===== config.mk =====
export PLATFORM = sky130hd
export DESIGN_NAME = step_tick_gen
export DESIGN_NICKNAME = d
export VERILOG_FILES = /design/src/rtl/step_tick_pkg.sv /design/src/rtl/stk_sync.sv /design/src/rtl/stk_debounce.sv /design/src/rtl/stk_divider.sv /design/src/rtl/step_tick_gen.sv
export SDC_FILE = /design/constraint.sdc
export NUM_CORES = 1
export LEC_CHECK = 0
export CORE_MARGIN = 4
export CORE_UTILIZATION = 35
export CTS_BUF_LIST = sky130_fd_sc_hd__clkbuf_4 sky130_fd_sc_hd__clkbuf_8
export CTS_CLUSTER_DIAMETER = 80
export DETAILED_ROUTE_END_ITERATION = 7
export PLACE_DENSITY = 0.6
export SYNTH_ARGS = -nofsm -noshare
export SYNTH_HDL_FRONTEND = slang
export SYNTH_SLANG_ARGS = --single-unit

===== constraint.sdc =====
create_clock -name clk_i -period 2.14 [get_ports clk_i]
set_input_delay 0.535 -clock clk_i [delete_from_list [all_inputs] [get_ports clk_i]]
set_output_delay 0.535 -clock clk_i [all_outputs]
set_load 0.05 [all_outputs]

===== src/rtl/step_tick_pkg.sv =====
`timescale 1ns/1ps
package step_tick_pkg;
  typedef enum logic {
    MODE_RUN  = 1'b0,
    MODE_STEP = 1'b1
  } tick_mode_e;

  function automatic int unsigned cnt_width(int unsigned n);
    return (n < 2) ? 1 : $clog2(n);
  endfunction
endpackage


===== src/rtl/stk_sync.sv =====
`timescale 1ns/1ps
module stk_sync #(
  parameter int unsigned WIDTH = 1
) (
  input  logic             clk_i,
  input  logic             rst_ni,
  input  logic [WIDTH-1:0] d_i,
  output logic [WIDTH-1:0] q_o
);
  logic [WIDTH-1:0] s1_q, s2_q;

  for (genvar b = 0; b < WIDTH; b++) begin : g_bit
    always_ff @(posedge clk_i or negedge rst_ni) begin
      if (!rst_ni) begin
        s1_q[b] <= 1'b0;
        s2_q[b] <= 1'b0;
      end else begin
        s1_q[b] <= d_i[b];
        s2_q[b] <= s1_q[b];
      end
    end
  end

  assign q_o = s2_q;
endmodule


===== src/rtl/stk_debounce.sv =====
`timescale 1ns/1ps
module stk_debounce
  import step_tick_pkg::*;
#(
  parameter int unsigned STABLE_CYCLES = 500_000
) (
  input  logic clk_i,
  input  logic rst_ni,
  input  logic level_i,
  output logic level_o,
  output logic rise_o
);
  localparam int unsigned CW = cnt_width(STABLE_CYCLES);
  localparam logic [CW-1:0] LAST = CW'(STABLE_CYCLES - 1);

  logic          state_q, rise_q;
  logic [CW-1:0] cnt_q;

  // a new level must differ from the held one on STABLE_CYCLES consecutive edges
  always_ff @(posedge clk_i or negedge rst_ni) begin
    if (!rst_ni) begin
      state_q <= 1'b0;
      rise_q  <= 1'b0;
      cnt_q   <= '0;
    end else begin
      rise_q <= 1'b0;
      if (level_i == state_q) begin
        cnt_q <= '0;
      end else if (cnt_q == LAST) begin
        state_q <= level_i;
        rise_q  <= level_i;
        cnt_q   <= '0;
      end else begin
        cnt_q <= cnt_q + 1'b1;
      end
    end
  end

  assign level_o = state_q;
  assign rise_o  = rise_q;
endmodule


===== src/rtl/stk_divider.sv =====
`timescale 1ns/1ps
module stk_divider
  import step_tick_pkg::*;
#(
  parameter int unsigned RATIO = 500_000,
  localparam int unsigned CW   = cnt_width(RATIO)
) (
  input  logic          clk_i,
  input  logic          rst_ni,
  input  logic          en_i,
  output logic          tick_o,
  output logic [CW-1:0] cnt_o
);
  localparam logic [CW-1:0] LAST = CW'(RATIO - 1);

  logic [CW-1:0] cnt_q;

  always_ff @(posedge clk_i or negedge rst_ni) begin
    if (!rst_ni)             cnt_q <= '0;
    else if (!en_i)          cnt_q <= '0;
    else if (cnt_q == LAST)  cnt_q <= '0;
    else                     cnt_q <= cnt_q + 1'b1;
  end

  assign tick_o = en_i && (cnt_q == LAST);
  assign cnt_o  = cnt_q;
endmodule


===== src/rtl/step_tick_gen.sv =====
`timescale 1ns/1ps
module step_tick_gen
  import step_tick_pkg::*;
#(
  parameter int unsigned CLK_HZ      = 50_000_000,
  parameter int unsigned TICK_HZ     = 100,
  parameter int unsigned DEBOUNCE_MS = 10
) (
  input  logic clk_i,
  input  logic rst_ni,
  input  logic manual_i,
  input  logic button_i,
  output logic tick_o,
  output logic led_o
);
  localparam int unsigned RATIO      = CLK_HZ / TICK_HZ;
  localparam int unsigned DEB_CYCLES = (CLK_HZ / 1000) * DEBOUNCE_MS;
  localparam int unsigned DIV_W      = cnt_width(RATIO);

  logic             manual_s, button_s;
  tick_mode_e       mode;
  logic             div_tick_w, press_w, btn_level_w, sel_w;
  logic [DIV_W-1:0] div_cnt_w;
  logic             tick_q, led_q;

  stk_sync #(.WIDTH(2)) u_sync (
    .clk_i  (clk_i),
    .rst_ni (rst_ni),
    .d_i    ({manual_i, button_i}),
    .q_o    ({manual_s, button_s})
  );

  assign mode = tick_mode_e'(manual_s);

  stk_divider #(.RATIO(RATIO)) u_div (
    .clk_i  (clk_i),
    .rst_ni (rst_ni),
    .en_i   (mode == MODE_RUN),
    .tick_o (div_tick_w),
    .cnt_o  (div_cnt_w)
  );

  stk_debounce #(.STABLE_CYCLES(DEB_CYCLES)) u_deb (
    .clk_i   (clk_i),
    .rst_ni  (rst_ni),
    .level_i (button_s),
    .level_o (btn_level_w),
    .rise_o  (press_w)
  );

  // press edges seen in run mode are dropped, so a held button never steps later
  assign sel_w = (mode == MODE_RUN) ? div_tick_w : press_w;

  always_ff @(posedge clk_i or negedge rst_ni) begin
    if (!rst_ni) begin
      tick_q <= 1'b0;
      led_q  <= 1'b0;
    end else begin
      tick_q <= sel_w;
      led_q  <= led_q ^ sel_w;
    end
  end

  assign tick_o = tick_q;
  assign led_o  = led_q;
endmodule


# == Word level (Yosys, flattened, before mapping) ==
# Cells that the tools add are included.
# totals
regBits,46
latch_bits,0
ramBits,0
romBits,0
inputBits,4
output_inout_bits,2
wordCells,27
mem_count,0
# classes
addsub,2
multipliers,0
n_div,0
magnitude_cmp,0
n_eq_ne,3
shift,0
mux,7
bitwise,3
n_reduce_logical,2
# ops
op,count
2-to-1 mux 19 bit,4
adder 19 x 1 -> 19 bit (second input constant),2
== test 19 bit (second input constant),2
2-to-1 mux 1 bit,3
NOT 1 bit,2
AND reduction 2 bit,1
== test 1 bit,1
logical AND 1 bit,1
bitwise XOR 1 bit,1

# == Depth between registers and ports, before layout ==
# depth
ltp_word,4
mapped_depth,6
ltp_nobuf,5

# == Cells and area by module ==
# Synthesis repeated with hierarchy kept, for this count alone.
# unflattened
hier_cells,216
area_unflattened_um2,2217.1
# modules_own_cells
mod,n_inst,cells_per_inst,area_per_inst_um2,seq_area_each_um2
stk_debounce,1,108,1068.5,525.5
stk_divider,1,99,970.9,475.5
stk_sync,1,4,100.1,100.1
step_tick_gen,1,5,77.6,50.0

# == Least setup slack after synthesis ==
# No wires, ideal clock.
# synth_path
path_kind,reg2reg
from,register u_deb.cnt_q[0]
to,register u_deb.cnt_q[10]
setup_time_ns,0.121
arrival_ns,1.619
required_time_ns,2.019
path_slack_ns,0.400
path_stages_with_launch,7
path_buffers,1
synth_period_minus_slack_ns,1.740
cell_sequence,dfrtp_1 > ha_1 > and4_1 > nand4_1 > o21ai_1 > buf_2 > nor2_1
# synth_between
elab_chain_cells,3
elab_cells_between_ends,4
classes_between,add/sub: 1; eq/ne: 1; mux: 2
# synth_lines
item,line_no,text
"start, declared",stk_debounce.sv:17,logic [CW-1:0] cnt_q;
"start signal, assigned",stk_debounce.sv:34,cnt_q <= cnt_q + 1'b1;
adder 19 x 1 -> 19 bit or == test 19 bit (tied branches),"stk_debounce.sv:34, stk_debounce.sv:29",
2-to-1 mux 19 bit (*),stk_debounce.sv:29,end else if (cnt_q == LAST) begin
2-to-1 mux 19 bit (*),stk_debounce.sv:27,if (level_i == state_q) begin
# Mark *: on every way between the ends. The rest lies on a longest branch, timed or not.
# A chain may end at the register's enable or synchronous reset.

# == Worst setup path after layout ==
# layout_path
from,register led_q (netlist: led_o)
to,output port led_o
# layout_rtl
item,line_no,text
"start, declared",step_tick_gen.sv:24,"logic tick_q, led_q;"
"start signal, assigned",step_tick_gen.sv:60,led_q <= led_q ^ sel_w;
"end, declared",step_tick_gen.sv:14,output logic led_o
# No word-level cell between the ends.

==> reports/qor.yml <==
status: "complete, no violations"
tritoncts: "done"
ys_warn_count: 0
core_area_um2: 5990
fillers: 589
drt_pass1_iterations: 4
crit_path_start_kind: "flip-flop"
synth_area_leaders: "dfrtp_1 (52%), xnor2_1 (8.4%), nor2_1 (6.5%)"
final_area_um2: 2450
p_total_mw: 1.51
cts.htree.levels: 2
power_density_nw_per_um2: 615
numCtsBuffers: 5
max_freq_mhz: 501
critPathBufInv: 1
pre_cts_ws_ns: 0.370
cp_top_family: "buffers and inverters"
ir_drop_mv: 0.345
critPathRequiredTime_ns: 1.60
drcViolationCount: 0
n_antenna_cell: 0
drive_above_1_share: 0.0975
gp_congestion: 0.842
crit_fanout: 2
finalWirelength_um: 3940
drv_cap: 0
hold_viol_final: 0
synth.distinct_cells: 36
tightest_slew_ns: 0.664
synth_top_area_frac: 0.525
final_antenna_net_count: 0
num_vias: 1609
finClkSkew_ns: 0.00929
async_reset_ff_frac: 1.00
ys_seq_elements: 46
cts_buffer_depth: 2
drv_slew: 0
grt_pass1_wl_um: 7170
yosysTopAreaCell: "dfrtp_1"
wl_per_cell_um: 12.7
start_util: 0.366
antenna_found_initial: 0
grtUsageTotal: 0.119
ys_seq_area_frac: 0.525
drtIter0Drc: 101
synth_area_um2: 2190
whs_ns: 0.305
grt_pass1_vias: 1539
worst_path_max_delay_cell: "clkdlybuf4s50_1"
avgSynthCellArea_um2: 9.89
min_period_ns: 2.00
cts-resized-gates: 0
overflow: 0
grt_max_degree: 47
worst_path_largest_cell_delay_ns: 0.80
fin_crit_sh: 0.933
die_y_um: 87.2
cts_setup_buffers: 0
setup_ws_ns: 0.143
maxSlewHeadroom: 0.553
arrival_ns: 1.46
hold_class: "primary input to asynchronous set/reset pin"
die_area_um2: 7600
clkTransAtPathRegs_ns: 0.09
place_area_um2: 2360
dpl.hpwl_um: 2770
areaGrowthSynthToFinish_pct: 11.7
rsz0062_at_grt: "no"
rows: 28
synth_edf_count: 0
path_cells: "clkdlybuf4s50_1"
worst_setup_path_end_kind: "primary output"
power_leakage_nw: 0.965
clk-insertion-delay-late_ns: 0.30
synthFlopType: "dfrtp_1"
cts_hold_buf: 0
setup_tns_ns: 0
routed_via_density: 5.17
portBuffers: 5
num_io_pins: 6
die_w_um: 87.2
synthCells: 222
path_class: "flip-flop to primary output"
nets: 241
mappedNetlistNets: 228
setup_viol: 0
clockRootBuffer: "clkbuf_8"
clock_sinks: 46
==> layout make-up <==
cell class,count,area (um^2),share of cell area
Sequential cell,46,1150,0.469
Clock inverter,2,12.5,0.00510
Clock buffer,6,82.6,0.0337
Multi-Input combinational cell,162,985,0.402
Timing Repair Buffer,12,97.6,0.0398
Inverter,8,30.0,0.0122
Tap cell,75,93.8,0.0383
==> synth_stat cells (3+ instances only) <==
cell type / n
dfrtp_1: 46
nor2_1: 38
xnor2_1: 21
nand3_1: 14
nor4_1: 14
nand2_1: 13
nand4_1: 11
xor2_1: 9
inv_1: 8
nor3_1: 7
a21oi_1: 4
buf_2: 4
o21ai_0: 3
==> path summary, 6_finish.rpt <==
check	cells past startpoint	end	startpoint	slack (ns)
worst max register to register	4	u_div.cnt_o[17]$_DFF_PN0_	u_div.cnt_o[7]$_DFF_PN0_	0.37
worst min-delay path	2	u_deb.cnt_q[17]$_DFF_PN0_	rst_ni	0.31
worst min register to register	0	u_sync.q_o[1]$_DFF_PN0_	u_sync.s1_q[1]$_DFF_PN0_	0.35
worst max-delay path	1	led_o	led_o$_DFF_PN0_	0.14
min in group clk_i	0	u_sync.q_o[1]$_DFF_PN0_	u_sync.s1_q[1]$_DFF_PN0_	0.35
max in group asynchronous	2	u_div.cnt_o[5]$_DFF_PN0_	rst_ni	1.43
==> cell families after synthesis <==
family	count (synthesis)	synth area share
buffers and inverters	14	0.0268
AND/OR/NAND/NOR	115	0.273
AO/OA/AOI/OAI	13	0.0353
flip-flops	46	0.525
XOR/XNOR	30	0.120
multiplexers	2	0.00969
adder cells (fa/ha/maj)	2	0.0114
==> report_power, final <==
group | internal [mW] | switching (mW) | leakage [nW]
combinational | 0.0196 | 0.0366 | 0.289
sequential | 0.881 | 0.0143 | 0.629
clock | 0.260 | 0.297 | 0.0472
total | 1.16 | 0.348 | 0.965
==> placed cells by master (no fill, tap or decap), types with 6 or more instances in the layout <==
| master | netlist | routed |
|---|---|---|
| buf_4 | 0 | 7 |
| clkbuf_8 | 0 | 6 |
| dfrtp_1 | 46 | 46 |
| inv_1 | 8 | 8 |
| nand2_1 | 13 | 13 |
| nand3_1 | 14 | 14 |
| nand4_1 | 11 | 11 |
| nor2_1 | 38 | 38 |
| nor3_1 | 7 | 7 |
| nor4_1 | 14 | 14 |
| xnor2_1 | 21 | 21 |
| xor2_1 | 9 | 9 |
==> flip-flops by register name, indices dropped and copies added, names as in the netlist <==
register / count
u_deb.level_o: 1
tick_o: 1
u_deb.cnt_q: 19
u_div.cnt_o: 19
u_sync.s1_q: 2
led_o: 1
u_deb.rise_o: 1
u_sync.q_o: 2
==> through the flow <==
| step | cells | utilization |
|---|---|---|
| 2_1_floorplan | 222 | - |
| 3_3_place_gp | 303 | 0.393 |
| 3_5_place_dp | 303 | 0.393 |
| 4_1_cts | 311 | 0.409 |
| 5_1_grt | 311 | 0.409 |
| 6_report | 311 | 0.409 |
==> layer usage <==
metal  vias up  track usage  routed length, um
met4         0       0.0377                 51
met2        25        0.173               1680
met1       781        0.174               2040
li1        798            -                  -
met3         5       0.0293                157
met5         -            0                  0
No activity file was read; power rests on OpenSTA's default activity.
